$ cat config.mk
export PLATFORM = sky130hd
export DESIGN_NAME = uart_evt_irq
export DESIGN_NICKNAME = d
export VERILOG_FILES = /design/src/rtl/uart_evt_pkg.sv /design/src/rtl/evt_sticky.sv /design/src/rtl/ready_mirror.sv /design/src/rtl/irq_gen.sv /design/src/rtl/uart_evt_irq.sv
export SDC_FILE = /design/constraint.sdc
export NUM_CORES = 1
export LEC_CHECK = 0
export BUFFER_PORTS_ARGS = -buffer_cell sky130_fd_sc_hd__buf_4
export CAP_MARGIN = 10
export CORE_MARGIN = 3
export CORE_UTILIZATION = 36
export CTS_CLUSTER_DIAMETER = 60
export DETAILED_ROUTE_END_ITERATION = 8
export PLACE_DENSITY = 0.82
export RECOVER_POWER = 25
export SLEW_MARGIN = 20
export SYNTH_ARGS = -nofsm -noshare
export SYNTH_HDL_FRONTEND = slang
export SYNTH_SLANG_ARGS = --single-unit
$ cat constraint.sdc
create_clock -name clk -period 0.9 [get_ports clk]
set_input_delay 0.135 -clock clk [delete_from_list [all_inputs] [get_ports clk]]
set_output_delay 0.135 -clock clk [all_outputs]
set_load 0.05 [all_outputs]
$ cat src/rtl/uart_evt_pkg.sv
package uart_evt_pkg;
  localparam int unsigned EVT_W    = 8;
  localparam int unsigned LIVE_W   = 2;
  localparam int unsigned STICKY_W = EVT_W - LIVE_W;
  // status bit positions (software decodes these)
  localparam int unsigned B_TXRDY  = 0;
  localparam int unsigned B_RXRDY  = 1;
  localparam int unsigned B_BRK    = 2;
  localparam int unsigned B_RXTMO  = 3;
  localparam int unsigned B_TXFIFO = 4;
  localparam int unsigned B_RXFIFO = 5;
  localparam int unsigned B_BAUD   = 6;
  localparam int unsigned B_LINE   = 7;
endpackage

$ cat src/rtl/evt_sticky.sv
module evt_sticky #(
  parameter int unsigned W = 6
) (
  input  logic         clk,
  input  logic         rst_n,
  input  logic [W-1:0] set_i,
  input  logic [W-1:0] clr_i,
  output logic [W-1:0] q_o
);
  for (genvar i = 0; i < W; i++) begin : g_bit
    logic q;
    always_ff @(posedge clk) begin
      if (!rst_n)        q <= 1'b0;
      else if (set_i[i]) q <= 1'b1;
      else if (clr_i[i]) q <= 1'b0;
    end
    assign q_o[i] = q;

    assert_set_wins_R10: assert property (@(posedge clk) disable iff (!rst_n)
      set_i[i] |=> q_o[i]);
    assert_clear_drops_R10: assert property (@(posedge clk) disable iff (!rst_n)
      (clr_i[i] && !set_i[i]) |=> !q_o[i]);
    assert_sticky_hold_R4: assert property (@(posedge clk) disable iff (!rst_n)
      (!clr_i[i] && !set_i[i]) |=> $stable(q_o[i]));
  end
endmodule

$ cat src/rtl/ready_mirror.sv
module ready_mirror (
  input  logic       rx_ready_i,
  input  logic       rx_full_i,
  input  logic       full_sel_i,
  input  logic       thr_empty_i,
  input  logic       tx_enable_i,
  output logic [1:0] live_o
);
  always_comb begin
    live_o[1] = full_sel_i ? rx_full_i : rx_ready_i;
    live_o[0] = thr_empty_i & tx_enable_i;
  end
endmodule

$ cat src/rtl/irq_gen.sv
module irq_gen #(
  parameter int unsigned W = 8
) (
  input  logic         clk,
  input  logic         rst_n,
  input  logic         wr_en_i,
  input  logic [W-1:0] wr_data_i,
  input  logic [W-1:0] status_i,
  output logic         irq_o
);
  logic [W-1:0] mask_q;
  logic         irq_q;

  always_ff @(posedge clk) begin
    if (!rst_n) begin
      mask_q <= '0;
      irq_q  <= 1'b0;
    end else begin
      if (wr_en_i) mask_q <= wr_data_i;
      irq_q <= |(status_i & mask_q);
    end
  end
  assign irq_o = irq_q;

  assert_mask_load_R11: assert property (@(posedge clk) disable iff (!rst_n)
    wr_en_i |=> (mask_q == $past(wr_data_i)));
  assert_irq_lag_R12: assert property (@(posedge clk) disable iff (!rst_n)
    (status_i & mask_q) != '0 |=> irq_o);
  assert_irq_quiet_R12: assert property (@(posedge clk) disable iff (!rst_n)
    (status_i & mask_q) == '0 |=> !irq_o);
endmodule

$ cat src/rtl/uart_evt_irq.sv
module uart_evt_irq
  import uart_evt_pkg::*;
(
  input  logic       clk,
  input  logic       rst_n,
  input  logic       wr_en_i,
  input  logic [7:0] wr_data_i,
  output logic [7:0] rd_data_o,
  input  logic       cts_edge_i,
  input  logic       cts_irq_en_i,
  input  logic       cts_ack_i,
  input  logic       baud_loaded_i,
  input  logic       enable_cmd_i,
  input  logic       rx_fifo_evt_i,
  input  logic       rx_tmo_evt_i,
  input  logic       rxbuf_rd_i,
  input  logic       tx_fifo_evt_i,
  input  logic       txbuf_wr_i,
  input  logic       brk_edge_i,
  input  logic       brk_ack_i,
  input  logic       rx_ready_i,
  input  logic       rx_full_i,
  input  logic       full_sel_i,
  input  logic       thr_empty_i,
  input  logic       tx_enable_i,
  output logic       irq_o
);
  logic [STICKY_W-1:0] set_v, clr_v, sticky_q;
  logic [LIVE_W-1:0]   live;
  logic [EVT_W-1:0]    status;

  // sticky vector index k holds status bit k + LIVE_W
  always_comb begin
    set_v = '0;
    clr_v = '0;
    set_v[B_LINE   - LIVE_W] = cts_edge_i & cts_irq_en_i;
    clr_v[B_LINE   - LIVE_W] = cts_ack_i;
    set_v[B_BAUD   - LIVE_W] = baud_loaded_i;
    clr_v[B_BAUD   - LIVE_W] = enable_cmd_i;
    set_v[B_RXFIFO - LIVE_W] = rx_fifo_evt_i;
    clr_v[B_RXFIFO - LIVE_W] = rxbuf_rd_i;
    set_v[B_TXFIFO - LIVE_W] = tx_fifo_evt_i;
    clr_v[B_TXFIFO - LIVE_W] = txbuf_wr_i;
    set_v[B_RXTMO  - LIVE_W] = rx_tmo_evt_i;
    clr_v[B_RXTMO  - LIVE_W] = rxbuf_rd_i;
    set_v[B_BRK    - LIVE_W] = brk_edge_i;
    clr_v[B_BRK    - LIVE_W] = brk_ack_i;
  end

  evt_sticky #(.W(STICKY_W)) u_sticky (
    .clk(clk), .rst_n(rst_n), .set_i(set_v), .clr_i(clr_v), .q_o(sticky_q)
  );

  ready_mirror u_mirror (
    .rx_ready_i(rx_ready_i), .rx_full_i(rx_full_i), .full_sel_i(full_sel_i),
    .thr_empty_i(thr_empty_i), .tx_enable_i(tx_enable_i), .live_o(live)
  );

  assign status    = {sticky_q, live};
  assign rd_data_o = status;

  irq_gen #(.W(EVT_W)) u_irq (
    .clk(clk), .rst_n(rst_n), .wr_en_i(wr_en_i), .wr_data_i(wr_data_i),
    .status_i(status), .irq_o(irq_o)
  );

  assert_line_gated_R3: assert property (@(posedge clk) disable iff (!rst_n)
    (!cts_irq_en_i && !rd_data_o[B_LINE]) |=> !rd_data_o[B_LINE]);
  assert_baud_survives_R4: assert property (@(posedge clk) disable iff (!rst_n)
    (rd_data_o[B_BAUD] && !enable_cmd_i) |=> rd_data_o[B_BAUD]);
  assert_tx_off_R9: assert property (@(posedge clk) disable iff (!rst_n)
    !tx_enable_i |-> !rd_data_o[B_TXRDY]);
  assert_write_no_status_R11: assert property (@(posedge clk) disable iff (!rst_n)
    (wr_en_i && set_v == '0 && clr_v == '0) |=> $stable(sticky_q));
endmodule

Word-level counts from Yosys, hierarchy flattened:

Index checks and enable logic that the tools add are counted.

* output and inout port bits: 9
* bits in registers: 15
* input port bits: 28
* logic and storage cells: 30

* bitwise operators: 3
* multiplexer cells: 12
* reductions and logical operators: 7

Operators by type and width (number)
* two-way mux 1 bit: 12
* nonzero test 2 bit: 6
* AND 8 bit: 1
* OR reduction 8 bit: 1
* AND 1 bit: 2

Longest topological paths before layout:

* depth after elaboration: 3
* mapped depth: 3
* mapped depth without buffers: 3

Modules after synthesis:

A second synthesis with hierarchy kept.

* cells, all modules: 59
* area total of the unflattened synthesis: 664.4 um2

By module, submodules not included
* irq_gen: cells an instance 32, instances 1, area an instance 344.1 um2, sequential area each 180.2 um2
* evt_sticky: cells an instance 24, instances 1, area an instance 292.8 um2, sequential area each 120.1 um2
* ready_mirror: cells an instance 2, instances 1, area an instance 21.3 um2, sequential area each 0.0 um2
* uart_evt_irq: cells an instance 1, instances 1, area an instance 6.3 um2, sequential area each 0.0 um2

Worst setup path before layout:

Ideal clock, no wire load.

* kind: register to register
* from: reg u_sticky.g_bit[1].q
* to: reg u_irq.irq_q, in the netlist u_irq.irq_o
* data arrival time: 0.797 ns
* buffers on the path: 0
* period minus slack after synthesis: 0.933 ns
* required time: 0.764 ns
* slack: -0.033 ns
* stages on the path, launching flop included: 4
* library setup time: 0.136 ns
* cells stage by stage: dfxtp_1 > a22o_1 > a221oi_2 > a41oi_1

* word-level cells in the longest chain between the ends: 2

Ends and longest elaborated chain
* from (decl): RTL line evt_sticky.sv:11 `logic q;`
* from (signal assigned): RTL line evt_sticky.sv:13 `if (!rst_n) q <= 1'b0;`
* from (signal assigned): RTL line evt_sticky.sv:14 `else if (set_i[i]) q <= 1'b1;`
* from (signal assigned): RTL line evt_sticky.sv:15 `else if (clr_i[i]) q <= 1'b0;`
* AND 8 bit: RTL line irq_gen.sv:20 `irq_q <= |(status_i & mask_q);`
* OR reduction 8 bit: RTL line irq_gen.sv:20
* to (signal assigned): RTL line irq_gen.sv:20
* to (decl): RTL line irq_gen.sv:12 `logic irq_q;`

Every way passes these cells.
A chain may end at the register's enable or synchronous reset.

Worst setup path in the final report:

* from: reg u_sticky.g_bit[5].q
* to: out rd_data_o[7]

RTL lines
* from (decl): RTL line evt_sticky.sv:11
* from (signal assigned): RTL line evt_sticky.sv:13
* from (signal assigned): RTL line evt_sticky.sv:14
* from (signal assigned): RTL line evt_sticky.sv:15
* to (decl): RTL line uart_evt_irq.sv:8 `output logic [7:0] rd_data_o,`

No word-level cell between the ends.

==> impl_metrics.toml <==
[worst_setup_path]
cp_max_fo = 2
cp.required_ps = 760
crit_type = "reg -> out"
slowest_stage = "dfxtp_2"
cp-end-kind = "output port"
slowest_delay_ps = 340
worstPathCellList = "buf_6 > buf_8"
cpLargestDelayFamily = "flip-flops"
worst-path-buf-inv = 2
cp_data_arrival_time_ps = 870
r2r_slack_ps = -70
cp-start-kind = "register"

[finish]
drive_above_1_share = 0.5619
fill_cells = 123
stdcell_area_sq_um = 1015
antenna_cells = 0
syn2layout_area_growth_pct = 66.19
final_nets = 134

[placed_design]
dpl.hpwl_mm = 1.151
io_buffer_count = 36
routabilityCongestion = 0.6825
place_area_sq_um = 885.9

[detailed_routing]
drtIter0Drc = 10
via_per_inst = 4.744
vias = 574
drc = 0
dr.pass1.iters = 4
wl_per_cell_um = 12.32
antenna_left = 0
routed_wirelength_mm = 1.491

[timing]
min_period_ps = 1006
finalMaxSlewViolations = 0
relSlewSlack = 0.8744
finalSetupViolations = 8
finClkSkew_ps = 12.99
fin_ws_ps = -106.5
post-route-period-util = 1.118
max_freq_mhz = 993.6
worstMarginPinSlew_ps = 188.2
timing_hold_violations_final = 0
rsz0062_at_grt = "yes"

[floorplanning]
rows = 14
core_sq_um = 1559
start_util = 0.3917
io_pins = 37
die_area_sq_um = 2226
die_y_um = 47.19
dieWidth_um = 47.19

[power]
switching_share = 0.2827
pwr-share-comb = 0.263
clock_power_share = 0.250
power_frac_seq = 0.488
finalPower_w = 0.001516
p_per_area_nw_per_um2 = 1494
p_sw_w = 0.0004286
p_leak_nw = 0.5121
ir_drop_mv = 1.117
p_int_w = 0.001087

[clock_network]
path_clk_slew_ps = 90
cts.path.max_buffers = 2
ctsRootBufferMaster = "clkbuf_4"
cts_buffers = 3
cts.sinks = 15
cts_tree = "done"
h-tree-depth = 1
clock_latency_ps = 290
cts_hold_buf = 0

[synthesis]
yosysTopAreaCellShare = 0.4918
synth.most_common_cell = "dfxtp_1"
synth_nets = 93
ys_seq_elements = 15
post_synth.cell_area_avg_sq_um = 9.394
synth_edf_count = 0
synth_ff_type = "dfxtp_1"
synthCells = 65
synthArstFlopShare = 0
synth.largest_area_cell = "dfxtp_1"
synthTopCellsByCount = "15 x dfxtp_1, 13 x nor2_1, 8 x mux2i_1, 7 x buf_4, 6 x a21oi_1"
synthDistinctLibCells = 15
synth_seq_area_share = 0.4918
synth_area_leaders = "dfxtp_1 49%, mux2i_1 13%, buf_4 8.6%, nor2_1 8.0%, a21oi_1 4.9%"
synth_area_sq_um = 610.6
yosysWarnings = 0

[grt]
antenna_found_initial = 0
overflow = 0
grt_pass1_vias = 586
grt_max_degree = 10
grtUsageTotal = 0.1534
grt_first_pass_wirelength_mm = 2.352

[flow_run]
drv_cap = 0

[run_status]
outcome = "finished with violations"
violations = "negative setup slack"

[min_path]
hold_class = "in -> reg"
==> final timing paths <==
| path | from | endpoint | cells past startpoint |
|---|---|---|---|
| worst max-delay path | u_sticky.g_bit[5].q | rd_data_o[7] | 2 |
| worst min-delay path | tx_fifo_evt_i | u_sticky.g_bit[2].q | 3 |
| worst max register to register | u_irq.mask_q[3] | u_irq.irq_o | 3 |
| worst min register to register | u_irq.mask_q[0] | u_irq.irq_o | 2 |
==> cells by family after synthesis <==
kind of cell	synth area share
flops	0.4918
simple gates	0.1189
mux	0.1496
compound gates	0.1148
buf+inv	0.1250
==> state kept, by name, summed over array words and instances, names as in the netlist <==
register,flops
u_irq.mask_q,8
u_irq.irq_o,1
u_sticky.g_bit.q,6
==> placed cells by master, fill, tap and decap left out, drive strengths merged <==
cell | synthesis | layout
dfxtp | 15 | 15
clkinv | 0 | 1
mux2i | 8 | 8
nand2b | 1 | 1
a21oi | 6 | 6
nor2 | 13 | 13
buf | 8 | 44
mux2 | 1 | 1
a22o | 1 | 1
inv | 5 | 5
a41oi | 1 | 1
nand2 | 3 | 3
a221oi | 1 | 1
a22oi | 1 | 1
and2 | 1 | 1
clkbuf | 0 | 3
==> final cells by class <==
type                            instances  area [sq um]  area share
Clock buffer                            3         22.52     0.02219
Clock inverter                          1         5.005    0.004932
Inverter                                5         18.77     0.01850
Multi-Input combinational cell         37         242.7      0.2392
Sequential cell                        15         311.5      0.3070
Tap cell                               16         20.02     0.01973
Timing Repair Buffer                   44         394.1      0.3884
==> what timing repair did <==
item,4_1_cts,5_1_grt
buffers inserted,3,0
cloned,0,0
pin swaps,0,1
setup endpoints to repair,8,9
resized for setup,25,2
==> worst reg2reg max path, cell delays in order, from the launching register on <==
cell	delay, ps
dfxtp_2	330
a22o_1	230
a221oi_2	170
a41oi_1	130
==> power by group through the flow <==
stage | registers [W] | clock network, W | logic, W
2_1_floorplan | 0.000757 | 0 | 0.000195
3_3_place_gp | 0.000745 | 0 | 0.000340
3_5_place_dp | 0.000747 | 0 | 0.000347
4_1_cts | 0.000739 | 0.000390 | 0.000395
5_1_grt | 0.000746 | 0.000433 | 0.000426
6_report | 0.000739 | 0.000378 | 0.000398
==> per-stage QoR <==
step / setup WS (ps) / hold slack, ps / util / setup TNS [ps] / cells
after CTS: -112.9 / 45.40 / 0.6469 / -528.5 / 121
after global routing: -143.5 / 58.49 / 0.6509 / -826.7 / 121
after global placement: -25.63 / 338.8 / 0.5682 / -25.63 / 114
after detailed placement: -74.96 / 353.0 / 0.5682 / -74.96 / 114
after floorplan: -7.267 / 252.4 / - / -7.267 / 65
final: -106.5 / 50.52 / 0.6509 / -498.1 / 121
==> metal layers <==
metal,global-route usage,up-vias,part of all wire
met5,0,-,0
met4,0.03315,0,0
met3,0.06130,0,0.067
met2,0.2981,21,0.59
met1,0.1501,261,0.34
li1,-,292,-
No activity file was read; power rests on OpenSTA's default activity.
